## config.mk

```make
export PLATFORM = sky130hd
export DESIGN_NAME = pwm_dual_edge_buck
export DESIGN_NICKNAME = d
export VERILOG_FILES = /design/src/rtl/pwm_pkg.sv /design/src/rtl/pwm_duty_clamp.sv /design/src/rtl/pwm_seq.sv /design/src/rtl/pwm_decode.sv /design/src/rtl/pwm_dual_edge_buck.sv
export SDC_FILE = /design/constraint.sdc
export NUM_CORES = 1
export LEC_CHECK = 0
export ABC_CLOCK_PERIOD_IN_PS = 4800
export BUFFER_PORTS_ARGS = -buffer_cell sky130_fd_sc_hd__clkbuf_2
export CAP_MARGIN = 20
export CORE_MARGIN = 4
export CORE_UTILIZATION = 48
export CTS_BUF_LIST = sky130_fd_sc_hd__clkbuf_4 sky130_fd_sc_hd__clkbuf_8
export CTS_CLUSTER_DIAMETER = 60
export DETAILED_ROUTE_END_ITERATION = 8
export GPL_ROUTABILITY_DRIVEN = 0
export GPL_TIMING_DRIVEN = 0
export PLACE_DENSITY = 0.73
export SYNTH_ARGS = -nofsm -noshare
export SYNTH_HDL_FRONTEND = slang
export SYNTH_SLANG_ARGS = --single-unit
```

## constraint.sdc

```tcl
create_clock -name clk -period 4.8 [get_ports clk]
set_input_delay 0 -clock clk [delete_from_list [all_inputs] [get_ports clk]]
set_output_delay 0 -clock clk [all_outputs]
set_load 0.1 [all_outputs]
```

## src/rtl/pwm_pkg.sv

```systemverilog
package pwm_pkg;

    typedef enum logic [1:0] {
        ST_IDLE = 2'd0,
        ST_RISE = 2'd1,
        ST_FALL = 2'd2
    } pwm_state_e;

endpackage

```

## src/rtl/pwm_duty_clamp.sv

```systemverilog
// Limits a duty command to 0 .. max(0, period - 2*dead)
module pwm_duty_clamp #(
    parameter int PW = 12,
    parameter int DW = 6
) (
    input  logic [PW-1:0] per_i,
    input  logic [DW-1:0] dead_i,
    input  logic [PW-1:0] cmd_i,
    output logic [PW-1:0] duty_o
);
    localparam int SW = PW + DW + 1;

    logic [SW-1:0] twice_dead;
    logic [SW-1:0] per_w;
    logic [SW-1:0] limit;

    always_comb begin
        twice_dead = SW'(dead_i) << 1;
        per_w      = SW'(per_i);
        limit      = (per_w > twice_dead) ? (per_w - twice_dead) : '0;
        duty_o     = (SW'(cmd_i) > limit) ? PW'(limit) : cmd_i;
    end
endmodule

```

## src/rtl/pwm_seq.sv

```systemverilog
// Center-aligned counter state machine with start and mid latch points.
module pwm_seq
    import pwm_pkg::*;
#(
    parameter int PW = 12,
    parameter int DW = 6
) (
    input  logic          clk,
    input  logic          rst,
    input  logic          en,
    input  logic [PW-1:0] period_i,
    input  logic [DW-1:0] dead_i,
    input  logic [PW-1:0] duty_i,
    input  logic          duty_vld_i,
    output pwm_state_e    st_o,
    output logic [PW-1:0] cnt_o,
    output logic [PW-1:0] half_o,
    output logic [DW-1:0] dead_o,
    output logic [PW-1:0] lead_o,
    output logic [PW-1:0] trail_o
);
    localparam logic [PW-1:0] MIN_PER = PW'(4);
    localparam logic [PW-1:0] ONE     = PW'(1);

    pwm_state_e    st_q, st_n;
    logic [PW-1:0] cnt_q, cnt_n;
    logic [PW-1:0] half_q, lead_q, trail_q, cmd_q;
    logic [DW-1:0] dead_q;
    logic          at_start, at_mid;

    logic [PW-1:0] cmd_eff, per_even, per_eff, per_cur;
    logic [DW-1:0] dead_eff;
    logic [PW-1:0] duty_start, duty_mid;

    // strobed value wins in its own cycle, otherwise the held value
    assign cmd_eff  = duty_vld_i ? duty_i : cmd_q;
    // even period, at least four clocks
    assign per_even = period_i & ~ONE;
    assign per_eff  = (per_even < MIN_PER) ? MIN_PER : per_even;
    // dead time never below one clock
    assign dead_eff = (dead_i == '0) ? DW'(1) : dead_i;
    assign per_cur  = half_q << 1;

    pwm_duty_clamp #(.PW(PW), .DW(DW)) u_clamp_start (
        .per_i  (per_eff),
        .dead_i (dead_eff),
        .cmd_i  (cmd_eff),
        .duty_o (duty_start)
    );

    pwm_duty_clamp #(.PW(PW), .DW(DW)) u_clamp_mid (
        .per_i  (per_cur),
        .dead_i (dead_q),
        .cmd_i  (cmd_eff),
        .duty_o (duty_mid)
    );

    // next state and latch strobes
    always_comb begin
        st_n     = st_q;
        cnt_n    = cnt_q;
        at_start = 1'b0;
        at_mid   = 1'b0;
        if (!en) begin
            st_n  = ST_IDLE;
            cnt_n = '0;
        end else begin
            unique case (st_q)
                ST_IDLE: begin
                    st_n     = ST_RISE;
                    cnt_n    = '0;
                    at_start = 1'b1;
                end
                ST_RISE: begin
                    if (cnt_q == half_q - ONE) begin
                        st_n   = ST_FALL;
                        cnt_n  = half_q;
                        at_mid = 1'b1;
                    end else begin
                        cnt_n = cnt_q + ONE;
                    end
                end
                ST_FALL: begin
                    if (cnt_q == ONE) begin
                        st_n     = ST_RISE;
                        cnt_n    = '0;
                        at_start = 1'b1;
                    end else begin
                        cnt_n = cnt_q - ONE;
                    end
                end
                default: begin
                    st_n  = ST_IDLE;
                    cnt_n = '0;
                end
            endcase
        end
    end

    // state register
    always_ff @(posedge clk) begin
        if (rst) begin
            st_q  <= ST_IDLE;
            cnt_q <= '0;
        end else begin
            st_q  <= st_n;
            cnt_q <= cnt_n;
        end
    end

    // period, dead time and edge latches
    always_ff @(posedge clk) begin
        if (rst) begin
            half_q  <= MIN_PER >> 1;
            dead_q  <= DW'(1);
            lead_q  <= '0;
            trail_q <= '0;
            cmd_q   <= '0;
        end else begin
            cmd_q <= cmd_eff;
            if (at_start) begin
                half_q <= per_eff >> 1;
                dead_q <= dead_eff;
                lead_q <= duty_start >> 1;
            end
            if (at_mid) begin
                trail_q <= (duty_mid >> 1) + PW'(duty_mid[0]);
            end
        end
    end

    assign st_o    = st_q;
    assign cnt_o   = cnt_q;
    assign half_o  = half_q;
    assign dead_o  = dead_q;
    assign lead_o  = lead_q;
    assign trail_o = trail_q;
endmodule

```

## src/rtl/pwm_decode.sv

```systemverilog
// Edge compare and registered drive/trigger outputs.
module pwm_decode
    import pwm_pkg::*;
#(
    parameter int PW = 12,
    parameter int DW = 6
) (
    input  logic          clk,
    input  logic          rst,
    input  logic          en,
    input  pwm_state_e    st_i,
    input  logic [PW-1:0] cnt_i,
    input  logic [PW-1:0] half_i,
    input  logic [DW-1:0] dead_i,
    input  logic [PW-1:0] lead_i,
    input  logic [PW-1:0] trail_i,
    output logic          hs_o,
    output logic          ls_o,
    output logic          trig_lo_o,
    output logic          trig_hi_o
);
    localparam int SW = PW + DW + 2;

    logic [SW-1:0] cnt_w, half_w, dead_w, lead_w, trail_w;
    logic          hs_c, ls_c, lo_c, hi_c;

    always_comb begin
        cnt_w   = SW'(cnt_i);
        half_w  = SW'(half_i);
        dead_w  = SW'(dead_i);
        lead_w  = SW'(lead_i);
        trail_w = SW'(trail_i);
        hs_c    = 1'b0;
        ls_c    = 1'b0;
        lo_c    = 1'b0;
        hi_c    = 1'b0;
        unique case (st_i)
            ST_RISE: begin
                hs_c = (cnt_w + lead_w) >= half_w;
                ls_c = (cnt_w + lead_w + dead_w) < half_w;
                lo_c = (cnt_i == '0);
            end
            ST_FALL: begin
                hs_c = (cnt_w + trail_w) > half_w;
                ls_c = (cnt_w + trail_w + dead_w) <= half_w;
                hi_c = (cnt_i == half_i);
            end
            default: begin
                hs_c = 1'b0;
                ls_c = 1'b0;
            end
        endcase
    end

    always_ff @(posedge clk) begin
        if (rst) begin
            hs_o      <= 1'b0;
            ls_o      <= 1'b0;
            trig_lo_o <= 1'b0;
            trig_hi_o <= 1'b0;
        end else begin
            hs_o      <= en & hs_c;
            ls_o      <= en & ls_c;
            trig_lo_o <= en & lo_c;
            trig_hi_o <= en & hi_c;
        end
    end
endmodule

```

## src/rtl/pwm_dual_edge_buck.sv

```systemverilog
module pwm_dual_edge_buck
    import pwm_pkg::*;
#(
    parameter int PW = 12,
    parameter int DW = 6
) (
    input  logic          clk,
    input  logic          rst,
    input  logic          en,
    input  logic [PW-1:0] period_i,
    input  logic [DW-1:0] dead_i,
    input  logic [PW-1:0] duty_i,
    input  logic          duty_vld_i,
    output logic          hs_o,
    output logic          ls_o,
    output logic          trig_lo_o,
    output logic          trig_hi_o
);
    pwm_state_e    st;
    logic [PW-1:0] cnt, half, lead, trail;
    logic [DW-1:0] dead;

    pwm_seq #(.PW(PW), .DW(DW)) u_seq (
        .clk        (clk),
        .rst        (rst),
        .en         (en),
        .period_i   (period_i),
        .dead_i     (dead_i),
        .duty_i     (duty_i),
        .duty_vld_i (duty_vld_i),
        .st_o       (st),
        .cnt_o      (cnt),
        .half_o     (half),
        .dead_o     (dead),
        .lead_o     (lead),
        .trail_o    (trail)
    );

    pwm_decode #(.PW(PW), .DW(DW)) u_dec (
        .clk       (clk),
        .rst       (rst),
        .en        (en),
        .st_i      (st),
        .cnt_i     (cnt),
        .half_i    (half),
        .dead_i    (dead),
        .lead_i    (lead),
        .trail_i   (trail),
        .hs_o      (hs_o),
        .ls_o      (ls_o),
        .trig_lo_o (trig_lo_o),
        .trig_hi_o (trig_hi_o)
    );
endmodule

```

==> reports/qor.csv <==
metric,value,unit
CP endpoint kind,flip-flop,
clk buf depth,2,
register area share after synthesis,0.176,
WL final,26.3,mm
post-placement cell area,8430,µm²
nature of the critical path startpoint,flip-flop,
ys flop type,dfxtp_1,
hpwl dp,18.8,mm
worst-skew pair later-pin latency,0.37,ns
# rows,46,
final count of hold timing violations,0,
Synth Instances,1030,
DRC,0,
CP Capture Point,u_seq.trail_o[10]$_SDFFE_PP0P_,
mapped cell area,7950,µm²
HP Class,in -> reg,
unrepaired setup endpoints after global routing,yes,
starting density of the core,0.495,
crit-path most repeated cell,ha_4,
H-tree depth,3,
Die X,137,µm
ANT cells,0,
CTS buffer count,9,
Core Region,16100,µm²
TritonCTS Sinks,70,
TritonCTS clock tree,yes,
max cap viols,0,
Crit path required time,5.07,ns
via/cell ratio,6.24,
FF-to-FF Start,u_seq.dead_o[2]$_SDFFE_PP0P_,
synthesized flop and latch total,70,
Layout Skew,0.0139,ns
Port-buffer cells,35,
final setup margin,-0.190,ns
clk slew on worst S/H paths,0.07,ns
Synth-to-Final Area Change,21.6,%
Die Ht,137,µm
status,"finished, violations left",
Placed Instances,1281,
layout net count,1297,
Detailed Routing Iterations Pass 1,6,
yosys warns,0,
largest net degree at the start of global routing,11,
setup_tns,-0.943,ns
syn_area_per_cell,7.72,µm²
Fmax,200,MHz
max incr delay on CP,0.54,ns
worst hold margin,0.0306,ns
end-of-flow core utilization,0.602,
share of cells above drive strength 1,0.186,
final max-slew violation count,0,
total gr overflow,0,
Crit-path slowest cell,or4_4,
Worst Max-Slew Pin Slew,0.899,ns
worst-path cell chain,inv_1 > ha_4 > nand3_1 > or4_4 > nand2_4 > a2111oi_4 > nor2_2 > ha_4 > a21o_1 > a221oi_4 > o2111ai_2 > o211ai_1 > nor2_2 > buf_8 > nor2_4 > ha_4 > ha_4 > and3_4 > nand4bb_1 > mux2i_2 > nand3_1 > xor2_1 > a211oi_1,
Non-Filler Instances,1353,
number of synthesized flops with an enable pin,0,
Die ar.,18700,µm²
VDD IR max,0.142,mV
wire per inst,19.4,µm
Final ANT Viol Nets,0,
headroom to the max-slew limit,0.384,
Worst Path Arrival,5.27,ns
Crit Path Category,reg -> reg,
num ports,38,
first-pass GRT wire length,39.5,mm
# fillers,1333,
vias post-DR,8446,
fin crit share,1.04,
Synth cell types,74,
final-report setup violation count,7,
1st-iter DRT viols,861,
violated checks,negative setup slack,
CP Max Fanout,8,
R2R depth,23,
Pwr Density,234,nW/µm²
share of flip-flops with an asynchronous set or reset,0,
Final Power,2.26,mW
antenna violations before repair,0,
finished layout cell area,9670,µm²
root buffer cell,clkbuf_8,
Syn Nets,1193,
vias in the first global route,7688,
worst setup path startpoint,u_seq.dead_o[2]$_SDFFE_PP0P_,
Total GRT Usage,0.268,
R2R setup slack,-0.19,ns
post-layout min period,4.99,ns
"worst slack, placed",-0.967,ns
reg2reg end,u_seq.trail_o[10]$_SDFFE_PP0P_,
LEAKAGE,4.32,nW
## kinds of logic (layout without fill, tap and decap cells)
family / count (synthesis) / count (layout) / share of synthesized area
simple gates: 337 / 337 / 0.205
fa+ha+maj: 129 / 129 / 0.209
xor+xnor: 82 / 82 / 0.0904
mux: 29 / 29 / 0.0370
flops: 70 / 70 / 0.176
compound gates: 259 / 259 / 0.215
buf+inv: 124 / 231 / 0.0682
## report_power, final
group          switching [mW]  internal [mW]  total [mW]
Sequential             0.0240          0.605       0.629
Clock                   0.230          0.230       0.460
Combinational           0.654          0.520        1.17
Total                   0.908           1.35        2.26
## layout by cell type, fill, tap and decap left out, types with 11 or more instances in the layout
master / synthesis / final
clkbuf_2: 1 / 37
a31oi_1: 12 / 11
mux2i_1: 26 / 23
a21o_1: 25 / 25
nand2_1: 95 / 90
o21ai_0: 41 / 36
clkbuf_8: 2 / 14
o21a_1: 22 / 22
a21oi_1: 75 / 68
a211oi_1: 20 / 19
nor2_1: 98 / 90
ha_1: 123 / 111
buf_2: 14 / 12
ha_4: 0 / 12
nand4_1: 15 / 15
buf_4: 2 / 38
nor3_1: 19 / 16
inv_1: 75 / 71
nand3_1: 34 / 31
nor2b_1: 15 / 15
xnor2_1: 51 / 47
clkbuf_1: 23 / 21
dfxtp_1: 70 / 61
nor4_1: 15 / 13
xor2_1: 31 / 31
dlygate4sd3_1: 0 / 19
## metal layers
metal	track usage	vias up	routed length (µm)
li1	-	3898	-
met1	0.351	3946	10700
met2	0.432	476	11900
met3	0.0434	126	2200
met4	0.123	0	1510
met5	0	-	0
## final cells by class
class                           count  area, µm²  area share
Timing Repair Buffer               94        681      0.0704
Sequential cell                    70       1430       0.148
Tap cell                          216        270      0.0280
Clock inverter                      1       5.00    0.000518
Multi-Input combinational cell    836       6550       0.677
Inverter                           76        292      0.0302
Buffer                             47        267      0.0276
Clock buffer                       13        173      0.0179
## registers in the layout, summed over array words and instances (netlist names)
name and cells:
u_seq.half_o 11, u_seq.cmd_q 12, u_seq.cnt_o 12, u_seq.lead_o 11
u_dec.hs_o 1, u_dec.trig_lo_o 1, u_seq.dead_o 6, u_dec.ls_o 1
u_dec.trig_hi_o 1, u_seq.trail_o 12, u_seq.st_o 2
## critical path, delay by kind of cell (launching register included)
kind	cells	cell delay (ns)
flip-flops	1	0.39
adder cells (fa/ha/maj)	4	0.90
AND/OR/NAND/NOR	9	1.71
multiplexers	1	0.24
buffers and inverters	2	0.29
AO/OA/AOI/OAI	6	1.17
XOR/XNOR	1	0.19
## cell usage after synthesis, drive strengths merged (9+ instances only)
master	number	area [µm²]
nand2b	9	56.3
nand2	95	357
a21o	25	188
nor2b	16	103
ha	123	1540
clkbuf	26	119
a21oi	75	375
xor2	31	272
o21a	22	165
nand4	15	93.8
nor4	16	115
inv	76	285
o21ai	42	214
nor2	98	368
a31oi	12	75.1
nand3	34	170
a211oi	21	163
nor3	20	111
buf	22	138
mux2i	26	260
xnor2	51	447
dfxtp	70	1400
## worst min path at each step
stage                startpoint                            to  slack (ns)  cells after the start
floorplan           period_i[3]  u_seq.half_o[2]$_SDFFE_PP0P_        0.14                      2
global placement      dead_i[4]  u_seq.dead_o[4]$_SDFFE_PP0P_        0.25                      3
detailed placement    dead_i[4]  u_seq.dead_o[4]$_SDFFE_PP0P_        0.26                      3
CTS                   duty_i[7]     u_seq.cmd_q[7]$_SDFF_PP0_       0.002                      3
global route        period_i[2]  u_seq.half_o[1]$_SDFFE_PP1P_        0.06                      4
finish              period_i[2]  u_seq.half_o[1]$_SDFFE_PP1P_        0.03                      4
## timing repair
action / 4_1_cts / 5_1_grt
resized for setup: 63 / 58
hold buffers: 19 / 0
setup buffers: 21 / 19
endpoints found under the setup margin: 21 / 20
hold endpoints to repair: 19 / 0
pin swaps: 30 / 43
Note: power is estimated with default switching activity, not from simulation.
